### config.mk
export PLATFORM = sky130hd
export DESIGN_NAME = wpoll_host
export DESIGN_NICKNAME = d
export VERILOG_FILES = /design/src/rtl/wpoll_pkg.sv /design/src/rtl/wpoll_tick.sv /design/src/rtl/wpoll_linemap.sv /design/src/rtl/wpoll_host.sv
export SDC_FILE = /design/constraint.sdc
export NUM_CORES = 1
export LEC_CHECK = 0
export BUFFER_PORTS_ARGS = -buffer_cell sky130_fd_sc_hd__buf_2
export CAP_MARGIN = 20
export CELL_PAD_IN_SITES_DETAIL_PLACEMENT = 0
export CELL_PAD_IN_SITES_GLOBAL_PLACEMENT = 2
export CORE_AREA = 2 2 115 117
export CTS_CLUSTER_DIAMETER = 60
export DETAILED_ROUTE_END_ITERATION = 16
export DIE_AREA = 0 0 117 119
export PLACE_DENSITY_LB_ADDON = 0.3
export SYNTH_ARGS = -nofsm -noshare
export SYNTH_HDL_FRONTEND = slang
export SYNTH_HIERARCHICAL = 1
export SYNTH_SLANG_ARGS = --single-unit
### constraint.sdc
create_clock -name clk -period 4.9 [get_ports clk]
set_clock_uncertainty 0.2 [all_clocks]
set_input_delay 1.225 -clock clk [delete_from_list [all_inputs] [get_ports clk]]
set_output_delay 1.225 -clock clk [all_outputs]
set_load 0.01 [all_outputs]
### src/rtl/wpoll_pkg.sv
package wpoll_pkg;

  typedef enum logic [2:0] {
    S_IDLE,
    S_START,
    S_BIT,
    S_STOP,
    S_GAP
  } sym_t;

  // Write-direction control byte: fixed family code, select bits, R/W = 0.
  function automatic logic [7:0] ctrl_byte(input logic [2:0] sel);
    return {4'b1010, sel, 1'b0};
  endfunction

  // Host pull request for one bit slot: slots 0..7 carry the byte MSB first,
  // slot 8 is the acknowledge slot and is always released.
  function automatic logic slot_pull(input logic [7:0] b, input logic [3:0] slot);
    logic [2:0] idx;
    idx = 3'(4'd7 - slot);
    return (slot < 4'd8) ? ~b[idx] : 1'b0;
  endfunction

endpackage

### src/rtl/wpoll_tick.sv
module wpoll_tick #(
  parameter int QTR = 4
) (
  input  logic       clk,
  input  logic       rst_n,
  input  logic       en,
  output logic       tick,
  output logic [1:0] ph
);
  localparam int CW = (QTR > 1) ? $clog2(QTR) : 1;

  logic [CW-1:0] cnt;

  assign tick = en && (cnt == CW'(QTR - 1));

  always_ff @(posedge clk) begin
    if (!rst_n || !en) begin
      cnt <= '0;
      ph  <= 2'd0;
    end else if (tick) begin
      cnt <= '0;
      ph  <= ph + 2'd1;
    end else begin
      cnt <= cnt + CW'(1);
    end
  end

  // a quarter phase lasts until its tick, never shorter
  a_r10_phase_hold: assert property (@(posedge clk) disable iff (!rst_n)
    (en && $past(en) && !$past(tick)) |-> $stable(ph));

endmodule

### src/rtl/wpoll_linemap.sv
module wpoll_linemap
  import wpoll_pkg::*;
(
  input  sym_t       sym,
  input  logic [1:0] ph,
  input  logic       held_lo,
  input  logic       bit_lo,
  output logic       scl,
  output logic       pull
);
  always_comb begin
    scl  = 1'b1;
    pull = 1'b0;
    case (sym)
      S_START: begin
        scl  = 1'b1;
        pull = ph[1];
      end
      S_BIT: begin
        scl  = ph[1];
        pull = (ph == 2'd0) ? held_lo : bit_lo;
      end
      S_STOP: begin
        scl  = ph[1];
        pull = (ph == 2'd0) ? held_lo : (ph != 2'd3);
      end
      default: begin
        scl  = 1'b1;
        pull = 1'b0;
      end
    endcase
  end
endmodule

### src/rtl/wpoll_host.sv
module wpoll_host
  import wpoll_pkg::*;
#(
  parameter int QTR       = 4,
  parameter int GAP_CYC   = 8,
  parameter int MAX_POLLS = 6,
  parameter int MAX_DATA  = 4,
  parameter int ADDR_W    = 16
) (
  input  logic                            clk,
  input  logic                            rst_n,
  input  logic                            req,
  input  logic [2:0]                      dev_sel,
  input  logic [ADDR_W-1:0]               addr,
  input  logic [8*MAX_DATA-1:0]           wdata,
  input  logic [$clog2(MAX_DATA+1)-1:0]   nbytes,
  input  logic                            sda_in,
  output logic                            scl_o,
  output logic                            sda_pull,
  output logic                            busy,
  output logic                            done,
  output logic                            err
);
  localparam int NB_W = $clog2(MAX_DATA + 1);
  localparam int BI_W = $clog2(MAX_DATA + 3);
  localparam int PC_W = (MAX_POLLS > 1) ? $clog2(MAX_POLLS + 1) : 1;
  localparam int GC_W = (GAP_CYC > 1) ? $clog2(GAP_CYC + 1) : 1;

  sym_t               st;
  logic [3:0]         slot;
  logic [BI_W-1:0]    bidx;
  logic               polling, finish, fail, ack_q, held_lo;
  logic [PC_W-1:0]    poll_cnt;
  logic [GC_W-1:0]    gap_cnt;
  logic [2:0]         sel_q;
  logic [15:0]        addr_q;
  logic [8*MAX_DATA-1:0] data_q;
  logic [NB_W-1:0]    nb_q;

  // named internal events
  logic            tick_w, sym_end, ack_smp, byte_end, gap_end;
  logic [1:0]      ph_w;
  logic [BI_W-1:0] last_idx, didx;
  logic [7:0]      cur_byte;
  logic            bit_lo;

  wpoll_tick #(.QTR(QTR)) u_tick (
    .clk  (clk),
    .rst_n(rst_n),
    .en   (st == S_START || st == S_BIT || st == S_STOP),
    .tick (tick_w),
    .ph   (ph_w)
  );

  assign sym_end  = tick_w && (ph_w == 2'd3);
  assign ack_smp  = (st == S_BIT) && (slot == 4'd8) && tick_w && (ph_w == 2'd2);
  assign byte_end = (st == S_BIT) && (slot == 4'd8) && sym_end;
  assign gap_end  = (st == S_GAP) && (gap_cnt == GC_W'(GAP_CYC - 1));
  assign last_idx = BI_W'(nb_q) + BI_W'(2);
  assign didx     = bidx - BI_W'(3);

  always_comb begin
    if (polling || bidx == '0) cur_byte = ctrl_byte(sel_q);
    else if (bidx == BI_W'(1))  cur_byte = addr_q[15:8];
    else if (bidx == BI_W'(2))  cur_byte = addr_q[7:0];
    else                        cur_byte = data_q[{didx, 3'b000} +: 8];
  end

  assign bit_lo = slot_pull(cur_byte, slot);

  wpoll_linemap u_map (
    .sym    (st),
    .ph     (ph_w),
    .held_lo(held_lo),
    .bit_lo (bit_lo),
    .scl    (scl_o),
    .pull   (sda_pull)
  );

  assign busy = (st != S_IDLE);

  always_ff @(posedge clk) begin
    if (!rst_n) begin
      held_lo <= 1'b0;
      ack_q   <= 1'b0;
    end else begin
      if (tick_w)  held_lo <= sda_pull;
      if (ack_smp) ack_q   <= ~sda_in;
    end
  end

  always_ff @(posedge clk) begin
    if (!rst_n) begin
      st       <= S_IDLE;
      slot     <= '0;
      bidx     <= '0;
      polling  <= 1'b0;
      finish   <= 1'b0;
      fail     <= 1'b0;
      poll_cnt <= '0;
      gap_cnt  <= '0;
      sel_q    <= '0;
      addr_q   <= '0;
      data_q   <= '0;
      nb_q     <= '0;
      done     <= 1'b0;
      err      <= 1'b0;
    end else begin
      done <= 1'b0;
      case (st)
        S_IDLE: if (req) begin
          sel_q    <= dev_sel;
          addr_q   <= 16'(addr);
          data_q   <= wdata;
          nb_q     <= nbytes;
          err      <= 1'b0;
          polling  <= 1'b0;
          finish   <= 1'b0;
          fail     <= 1'b0;
          poll_cnt <= '0;
          bidx     <= '0;
          st       <= S_START;
        end
        S_START: if (sym_end) begin
          st   <= S_BIT;
          slot <= '0;
        end
        S_BIT: if (sym_end) begin
          if (slot != 4'd8) begin
            slot <= slot + 4'd1;
          end else begin
            slot <= '0;
            if (!ack_q) begin
              st <= S_STOP;
              if (!polling || poll_cnt == PC_W'(MAX_POLLS - 1)) begin
                finish <= 1'b1;
                fail   <= 1'b1;
              end else begin
                poll_cnt <= poll_cnt + PC_W'(1);
              end
            end else if (polling) begin
              st     <= S_STOP;
              finish <= 1'b1;
            end else if (bidx == last_idx) begin
              st <= S_STOP;
            end else begin
              bidx <= bidx + BI_W'(1);
            end
          end
        end
        S_STOP: if (sym_end) begin
          st      <= S_GAP;
          gap_cnt <= '0;
        end
        S_GAP: begin
          if (gap_end) begin
            if (finish) begin
              st   <= S_IDLE;
              done <= 1'b1;
              err  <= fail;
            end else begin
              polling <= 1'b1;
              bidx    <= '0;
              st      <= S_START;
            end
          end else begin
            gap_cnt <= gap_cnt + GC_W'(1);
          end
        end
        default: st <= S_IDLE;
      endcase
    end
  end

  // completion is a single-cycle pulse
  a_r11_done_pulse: assert property (@(posedge clk) disable iff (!rst_n)
    done |=> !done);

  // completion is reported only once the bus is idle
  a_r1_done_idle: assert property (@(posedge clk) disable iff (!rst_n)
    done |-> (!busy && scl_o && !sda_pull));

  // host releases the data line while the acknowledge slot is driven
  a_r3_ack_release: assert property (@(posedge clk) disable iff (!rst_n)
    (st == S_BIT && slot == 4'd8 && ph_w != 2'd0) |-> !sda_pull);

  // inside a byte, data is stable while the clock is high
  a_r9_stable_high: assert property (@(posedge clk) disable iff (!rst_n)
    (st == S_BIT && $past(st) == S_BIT && scl_o && $past(scl_o)) |-> $stable(sda_pull));

  // the poll counter never reaches the limit
  a_r6_poll_bound: assert property (@(posedge clk) disable iff (!rst_n)
    poll_cnt < PC_W'(MAX_POLLS));

  // the command captured at acceptance is held for its whole life
  a_r12_hold_cmd: assert property (@(posedge clk) disable iff (!rst_n)
    (busy && $past(busy)) |-> ($stable(addr_q) && $stable(data_q) && $stable(sel_q)));

endmodule

==> results of run 1 <==
worst reg2reg max path, delay by kind of cell, from the launching register on:
kind	cells	cell delay, ns
AOI/OAI and AO/OA	7	1.57
adders and majority gates	1	0.30
buffers and inverters	2	0.23
DFF	1	0.33
muxes	2	0.57
and+or+nand+nor	1	0.07
worst max-delay path by stage:
| stage | start | end | slack, ns | cells past startpoint |
|---|---|---|---|---|
| 2_1_floorplan | bidx[0]$_SDFFE_PN0P_ | sda_pull | 0.56 | 12 |
| 3_3_place_gp | bidx[1]$_SDFFE_PN0P_ | sda_pull | 0.45 | 12 |
| 3_5_place_dp | bidx[1]$_SDFFE_PN0P_ | sda_pull | 0.36 | 11 |
| 4_1_cts | bidx[1]$_SDFFE_PN0P_ | sda_pull | 0.03 | 11 |
| 5_1_grt | bidx[0]$_SDFFE_PN0P_ | sda_pull | -0.01 | 11 |
| 6_report | bidx[0]$_SDFFE_PN0P_ | sda_pull | 0.17 | 11 |
per-layer routing:
metal / up-vias / wire length, um / global-route usage / part of all wire
met2: 80 / 4900 / 0.240 / 0.45
met5: - / 0 / 0 / 0
met3: 6 / 493 / 0.0412 / 0.045
met4: 0 / 87 / 0.0426 / 0.0080
li1: 1874 / - / - / -
met1: 1653 / 5440 / 0.244 / 0.50
layout make-up:
type / instances / share of cell area
Tap cell: 176 / 0.0453
Inverter: 13 / 0.0100
Multi-Input combinational cell: 391 / 0.467
Clock inverter: 6 / 0.0186
Timing Repair Buffer: 67 / 0.0716
Sequential cell: 82 / 0.338
Clock buffer: 10 / 0.0492
report_power, final:
part,switching [mW],internal [mW]
Clock,0.276,0.461
Combinational,0.0992,0.0640
Sequential,0.0329,0.707
Total,0.408,1.23
flip-flops by register name (all words and copies together), names as in the netlist, 4 cells and up:
| signal | cells |
|---|---|
| data_q | 32 |
| slot | 4 |
| gap_cnt | 4 |
| addr_q | 16 |
synthesized netlist by cell type (3+ instances only):
cell type	instances
and2_1	5
nand3b_1	6
nor3b_1	3
nor2_1	36
nor3_1	13
dfxtp_1	82
mux2i_1	6
nor2b_1	4
inv_2	3
ha_1	9
inv_1	10
nand3_1	6
nand2_1	138
a21oi_1	81
mux4_2	3
xor2_1	5
o2111ai_1	4
clkbuf_1	17
buf_2	8
o21ai_0	14
buf_1	3
mux4_1	4
nand2b_1	6
nand4_1	3
per-stage QoR:
| stage | setup WS [ns] | hold slack [ns] | total power, mW | TNS (ns) | instances |
|---|---|---|---|---|---|
| floorplan | 0.557 | 0.208 | 0.857 | 0 | 517 |
| global placement | 0.454 | 0.216 | 0.919 | 0 | 727 |
| detailed placement | 0.357 | 0.229 | 0.921 | 0 | 727 |
| CTS | 0.0257 | 0.238 | 1.66 | 0 | 743 |
| global route | -0.0145 | 0.263 | 1.72 | -0.0145 | 745 |
| finish | 0.171 | 0.235 | 1.64 | 0 | 745 |
repair_timing:
item | CTS | global route
setup endpoints to repair | 1 | 1
setup buffers | 0 | 2
cloned | 0 | 0
pin swaps | 0 | 3
hold endpoints to repair | 0 | 0
gates resized for setup | 1 | 6
cells by family after synthesis:
group	synth area share
buffers and inverters	0.0476
adders and majority gates	0.0276
muxes	0.0598
xor gates and xnor gates	0.0150
and+or+nand+nor	0.254
AOI/OAI and AO/OA	0.193
DFF	0.403
==> run summary, run 1 <==
Vias - 3,613
Port Buffers - 62
Seq. cell area - 0.00164 sq mm
Largest area contributor in the netlist - dfxtp_1
DRT Pass-1 Iters - 4
Reg2Reg Depth - 13
Initial Util - 0.317
Commonest non-fill, non-tap cell in the layout - nand2_1
Leakage - 1.89 nW
Post-route ant nets - 0
Worst-margin pin slew - 1.04 ns
Worst path cell trace - inv_1 -> ha_4 -> mux4_2 -> a221o_1 -> a41oi_1 -> a21oi_1 -> a211oi_2 -> a21oi_1 -> o32ai_1 -> a21boi_2 -> buf_2
Slew HR - 0.306
Total GRT Usage - 0.165
Pwr per Cell Area - 338 mW/mm^2
Post-synth ARST share - 0
Top FF cell, synth - dfxtp_1
Synthesized cell area - 0.00408 sq mm
Max Buffers Root-to-Sink - 2
Slew Limit Fails - 0
Cell area after placement - 0.00449 sq mm
CTS tree - built
Maximum capacitance violations - 0
Hold path cells - 1
Post-CTS Hold Buffers - 0
Footprint of the multi-input gates - 0.00227 sq mm
Share of Yosys cell area claimed by the top area cell type - 0.403
Peak supply drop - 0.160 mV
CTS root buf - clkbuf_16
Mean area per synthesized cell - 7.89 sq um
Initial antenna violation count - 0
Core Util, Final - 0.377
Critical setup path kind - reg2out
Buf+Inv Stages, Crit Path - 2
Required time of the critical path - 3.47 ns
Crit-path leading delay family - compound AO/OA/AOI/OAI gates
Max Freq - 211 MHz
Clock transition at path regs - 0.06 ns
CP Max Fanout - 4
Fraction of layout cells with a size suffix above 1 - 0.192
Worst Hold Class - reg2reg
Worst reg2reg startpoint - bidx[0]$_SDFFE_PN0P_
Max stage delay on crit path - 0.51 ns
Startpoint type of the worst setup path - flop
Antenna cells - 0
Fin crit share - 0.965
Min-delay src - u_tick/cnt[0]$_SDFF_PP0_
GPL Wtd Cong - 0.867
DR WL/cell - 14.7 um
Number of synthesized flops with an enable pin - 0
Detail Placement HPWL - 7760 um
I/O Pins - 63
Final setup vio count - 0
Detailed Route Iter0 Violations - 173
Syn Nets - 584
Sinks on Clock Net - 82
Die height - 119 um
Status - finished clean
Minimum clock period - 4.73 ns
Final hold vios - 0
Layout Nets - 631
Yosys cell types - 63
Clock Latency Late Sink - 0.34 ns
Cell Rows - 42
Vias in the first global route - 3,541
Worst min-delay path endpoint - u_tick/cnt[0]$_SDFF_PP0_
YS warnings - 6
Most frequent cells in the layout - 137 x nand2_1, 81 x a21oi_1, 81 x dfxtp_1
Die area - 0.0139 sq mm
Worst Setup End Kind - primary output
Routed WL - 10,900 um
RR Endpoint - held_lo$_SDFFE_PN0P_
Filler instances - 1,372
CP max stage cell - mux4_2
H-tree Lvls - 3
Die W - 117 um
Crit path DAT - 3.30 ns
Most used cell, CP - a21oi_1
Overflow left after global routing - 0
Vias per cell - 4.85
Synth-to-Final Area Change - 19.1%
Largest net degree at the start of global routing - 57
Global-route wire length before repair - 18,100 um
Synth top area cells - dfxtp_1 40%, nand2_1 13%, a21oi_1 9.9%
Core area - 0.0129 sq mm
Syn Inst Count - 517
CTS Buf Count - 9
Yosys reg bits - 82
Post-synthesis sequential area ratio - 0.403
FF-to-FF setup slack - 1.57 ns
Fin area - 0.00486 sq mm
DR DRC count - 0
(Power assumes the default switching activity.)
==> run 2: changes to the inputs <==
Settings changed: REMOVE_ABC_BUFFERS from default to 1.
==> run 2 against run 1 <==
Compared with the run above:
- combinational power rose by 3%
- critical path type unchanged
- critical endpoint unchanged
- critical path depth stayed put
- clock power grew 0.7%
==> run summary, run 2 (synthesis results as in run 1) <==
Status - finished clean
Cell Rows - 42
Minimum clock period - 4.64 ns
Max Buffers Root-to-Sink - 2
Worst Setup End Kind - primary output
Core Util, Final - 0.379
Clock transition at path regs - 0.06 ns
CP Max Fanout - 5
GPL Wtd Cong - 0.834
Detail Placement HPWL - 7500 um
Seq. cell area - 0.00165 sq mm
Filler instances - 1,388
Sinks on Clock Net - 82
CTS Buf Count - 9
Core area - 0.0129 sq mm
Commonest non-fill, non-tap cell in the layout - nand2_1
Initial antenna violation count - 0
Pwr per Cell Area - 337 mW/mm^2
Largest register FFs - 32
Slew HR - 0.353
H-tree Lvls - 3
DR WL/cell - 14.0 um
Fin crit share - 0.947
Port Buffers - 62
Footprint of the multi-input gates - 0.00226 sq mm
Post-route ant nets - 0
Final setup vio count - 0
Startpoint type of the worst setup path - flop
Die height - 119 um
Peak supply drop - 0.164 mV
Post-CTS Hold Buffers - 0
Top Registers - data_q: 32 flops, addr_q: 16 flops
Vias - 3,611
Total GRT Usage - 0.161
Min-delay src - u_tick/cnt[0]$_SDFF_PP0_
Most frequent cells in the layout - 137 x nand2_1, 81 x a21oi_1, 81 x dfxtp_1
Largest reg by FF count - data_q
Final hold vios - 0
Maximum capacitance violations - 0
Layout Nets - 632
Most used cell, CP - a21oi_1
Worst path cell trace - inv_2 -> ha_4 -> mux4_2 -> a221o_1 -> a41oi_1 -> a21oi_1 -> a211oi_2 -> a21oi_1 -> o32ai_1 -> a21boi_2 -> buf_2
Fraction of layout cells with a size suffix above 1 - 0.193
Worst Hold Class - reg2reg
Worst setup startpoint - bidx[1]$_SDFFE_PN0P_
Worst reg2reg startpoint - bidx[0]$_SDFFE_PN0P_
Slew Limit Fails - 0
Vias per cell - 4.84
Required time of the critical path - 3.47 ns
Initial Util - 0.317
CTS tree - built
Die W - 117 um
Global-route wire length before repair - 17,500 um
Routed WL - 10,500 um
Clock Latency Late Sink - 0.34 ns
Worst-margin pin slew - 0.970 ns
Max stage delay on crit path - 0.52 ns
DR DRC count - 0
Worst hold slack - 0.239 ns
Antenna cells - 0
Vias in the first global route - 3,601
I/O Pins - 63
Synth-to-Final Area Change - 19.7%
Crit path DAT - 3.21 ns
Largest net degree at the start of global routing - 57
CTS root buf - clkbuf_16
DRT Pass-1 Iters - 4
Overflow left after global routing - 0
Detailed Route Iter0 Violations - 161
Max Freq - 216 MHz
CP max stage cell - mux4_2
Critical setup path kind - reg2out
Total Power - 1.65 mW
Leakage - 1.90 nW
Die area - 0.0139 sq mm
-- run 2: cell count changes in the layout (fill, tap and decap cells not counted), sizes merged --
| cell | previous run | this run |
|---|---|---|
| buf | 67 | 68 |
| clkbuf | 10 | 12 |
| clkinv | 3 | 2 |
| clkinvlp | 1 | 0 |
-- run 2: final cells by class --
class / instances / share of cell area
well taps: 176 / 0.0451
repair buffers: 68 / 0.0769
clock inverters: 4 / 0.0151
inverters: 13 / 0.0100
multi-input cells: 391 / 0.463
flip-flops and latches: 82 / 0.337
clock buffers: 12 / 0.0526
-- run 2: repair_timing --
| action | CTS | global route |
|---|---|---|
| endpoints found under the setup margin | 1 | 1 |
| resized for setup | 2 | 9 |
| buffers inserted | 0 | 2 |
| pin swaps | 1 | 5 |
-- run 2: metrics by stage --
step                      instances  area (sq um)  TNS (ns)  setup slack (ns)
after global routing            746          4880   -0.0137           -0.0137
after floorplan                 486          3930         0             0.364
after detailed placement        727          4490         0             0.357
after global placement          727          4490         0             0.425
after CTS                       743          4830         0            0.0322
final                           746          4880         0             0.262
-- run 2: final timing paths --
kind,end,slack [ns],cells past startpoint
worst max-delay path,sda_pull,0.26,11
worst min-delay path,u_tick/cnt[0]$_SDFF_PP0_,0.24,1
worst max register to register,held_lo$_SDFFE_PN0P_,1.58,14
worst min register to register,u_tick/cnt[0]$_SDFF_PP0_,0.24,1
-- run 2: metal layers --
layer	GRT usage	up-vias	wire, um
li1	-	1868	-
met1	0.217	1660	5340
met2	0.243	69	4490
met3	0.0483	14	453
met4	0.0581	0	174
met5	0	-	0
-- run 2: worst max-delay path: cells and delay by family, from the launching register on --
kind / cells / cell delay, ns
fa+ha+maj: 1 / 0.30
flops: 1 / 0.36
buf+inv: 2 / 0.21
compound gates: 7 / 1.49
mux: 1 / 0.52
-- run 2: report_power, final --
group          internal, mW  switching (mW)
Combinational        0.0679           0.100
Clock                 0.474           0.267
Sequential            0.706          0.0299
==> run 3: changes to the inputs <==
Settings changed: ABC_AREA from default to 1, CORE_AREA 2 2 115 117 to 2 2 118 120, DIE_AREA 0 0 117 119 to 0 0 120 122.
Clock period 4.9 ns to 5.3 ns, I/O delays scaled along.
==> run 3 against run 2 <==
Compared with the run above:
- sequential cell count is the same
- critical path depth is 8 higher
- core utilization decreased by 2.0 points
- die area increased by 5.1%
- synthesized area up 0.46%
- combinational power increased to 5.5 times the previous value
- global-route usage grew 0.069 points
- final cell count rose by 13%
- largest cell class unchanged
- highest routed layer unchanged
==> run summary, run 3 <==
Int Pwr - 1.42 mW
Gate power share - 0.386
Largest register FFs - 32
Clock Latency Late Sink - 0.35 ns
CP Max Fanout - 17
Fraction of layout cells with a size suffix above 1 - 0.161
Synth top area cells - dfxtp_1 40%, nand2_1 13%, a21oi_1 9.4%
Final hold vios - 0
Die area - 0.0146 sq mm
Slew HR - 0.475
Most frequent cells in the layout - 137 x nand2_1, 87 x inv_1, 82 x dfxtp_1
Antenna cells - 0
Mean area per synthesized cell - 6.77 sq um
Status - finished clean
Max stage delay on crit path - 0.56 ns
Post-CTS Hold Buffers - 0
RSZ-0062 raised after global routing - no
Clock power share - 0.262
Sw frac - 0.402
Final setup vio count - 0
Worst-margin pin slew - 0.787 ns
Largest net degree at the start of global routing - 92
Minimum clock period - 4.40 ns
Most used cell, CP - nand2_1
Fin crit share - 0.831
YS warnings - 6
Initial Util - 0.303
Clock transition at path regs - 0.06 ns
I/O Pins - 63
Count leader, synth - nand2_1
Total GRT Usage - 0.162
Die W - 120 um
Detailed Route Iter0 Violations - 179
Share of Yosys cell area claimed by the top area cell type - 0.401
Largest reg by FF count - data_q
Layout Nets - 725
DRT Pass-1 Iters - 4
Yosys reg bits - 82
Max Freq - 227 MHz
Crit-path leading delay family - simple AND/OR/NAND/NOR gates
Psw - 0.954 mW
CP max stage cell - ha_1
Crit path DAT - 2.88 ns
Vias - 3,877
Worst path cell trace - inv_1 -> ha_1 -> inv_1 -> a21oi_1 -> o21ai_0 -> nand3_1 -> nand2_1 -> nand2_1 -> nand3_1 -> nand2_1 -> inv_1 -> nand2_1 -> nand2_1 -> nor2_1 -> o21ai_0 -> nand2_1 -> nand2_1 -> nand3_1 -> buf_2
Peak supply drop - 0.340 mV
Critical setup path kind - reg2out
Core area - 0.0135 sq mm
CTS tree - built
Top Registers - data_q: 32 flops, addr_q: 16 flops
Post-synthesis sequential area ratio - 0.401
Yosys cell types - 29
Maximum capacitance violations - 0
Synthesized cell area - 0.00410 sq mm
Worst Hold Class - reg2reg
Cell Rows - 43
Filler instances - 1,508
Seq. cell area - 0.00164 sq mm
Required time of the critical path - 3.77 ns
Post-synth ARST share - 0
Buf+Inv Stages, Crit Path - 4
List of most frequent post-synthesis cells - 137 x nand2_1, 87 x inv_1, 82 x dfxtp_1
Overflow left after global routing - 0
Detail Placement HPWL - 7940 um
H-tree Lvls - 3
Non-Filler Instances - 843
CTS Buf Count - 9
CTS root buf - clkbuf_16
DR DRC count - 0
Port Buffers - 62
GPL Wtd Cong - 0.872
Setup tns final - 0 ns
Worst Setup End Kind - primary output
Placed Cells - 827
Vias in the first global route - 3,934
Largest area contributor in the netlist - dfxtp_1
Syn Inst Count - 605
Post-CTS setup buffers - 0
Die height - 122 um
Pwr per Cell Area - 490 mW/mm^2
Commonest non-fill, non-tap cell in the layout - nand2_1
Sinks on Clock Net - 82
Part of the power in registers - 0.352
Core Util, Final - 0.359
Top FF cell, synth - dfxtp_1
Post-route ant nets - 0
Number of synthesized flops with an enable pin - 0
# resized after CTS - 0
Initial antenna violation count - 0
Max Buffers Root-to-Sink - 2
Slew Limit Fails - 0
Routed WL - 11,000 um
Global-route wire length before repair - 18,700 um
DR WL/cell - 13.0 um
Footprint of the multi-input gates - 0.00200 sq mm
Vias per cell - 4.60
Startpoint type of the worst setup path - flop
Synth-to-Final Area Change - 18.4%
Leakage - 2.18 nW
[run 3: metal layers]
layer	up-vias	wire length, um	GRT usage
met1	1764	5300	0.203
met4	0	131	0.0478
met2	56	5100	0.272
met3	11	433	0.0440
met5	-	0	0
li1	2046	-	-
[run 3: cells by family (layout without fill, tap and decap cells)]
kind of cell    after synthesis  count (layout)  share of synthesized area
fa+ha+maj                     9               9                     0.0275
flops                        82              82                      0.401
xor+xnor                      6               6                     0.0128
compound gates              149             149                      0.186
simple gates                241             241                      0.261
buf+inv                     118             176                      0.112
[run 3: per-stage QoR]
stage          total power, mW  setup slack (ns)  hold slack, ns  instance area (sq um)
3_5_place_dp              1.78              1.23           0.225                   4550
4_1_cts                   2.42             0.840           0.234                   4850
5_1_grt                   2.60             0.503           0.261                   4850
2_1_floorplan             1.51              1.20           0.208                   4000
6_report                  2.37             0.896           0.227                   4850
3_3_place_gp              1.77              1.29           0.215                   4550
[run 3: area by class of cell]
class	count	share of cell area
well taps	180	0.0464
flip-flops and latches	82	0.338
repair buffers	65	0.0686
multi-input cells	405	0.412
clock buffers	9	0.0464
inverters	95	0.0740
clock inverters	7	0.0144
[run 3: path summary, 6_finish.rpt]
check / from / to / slack [ns] / cells after the start
max: bidx[0]$_SDFFE_PN0P_ / sda_pull / 0.90 / 19
min: u_tick/cnt[0]$_SDFF_PP0_ / u_tick/cnt[0]$_SDFF_PP0_ / 0.23 / 1
max reg2reg: bidx[0]$_SDFFE_PN0P_ / held_lo$_SDFFE_PN0P_ / 2.49 / 20
min reg2reg: u_tick/cnt[0]$_SDFF_PP0_ / u_tick/cnt[0]$_SDFF_PP0_ / 0.23 / 1
[run 3: power groups by stage]
stage	combinational (mW)	clock, mW	sequential (mW)
after global placement	0.921	0	0.847
final	0.917	0.623	0.835
after CTS	0.932	0.651	0.836
after floorplan	0.665	0	0.841
after detailed placement	0.927	0	0.849
after global routing	1.07	0.673	0.853
[run 3: worst register-to-register path, stage by stage (launching register included)]
cell,delay (ns)
dfxtp_1,0.32
inv_1,0.21
ha_1,0.56
inv_1,0.22
a21oi_1,0.14
o21ai_0,0.09
nand3_1,0.08
nand2_1,0.05
nand2_1,0.05
nand3_1,0.06
nand2_1,0.06
inv_1,0.03
nand2_1,0.05
nand2_1,0.04
nor2_1,0.13
o21ai_0,0.10
nand2_1,0.07
nand2_1,0.04
nand3_1,0.08
inv_1,0.04
a21oi_1,0.10
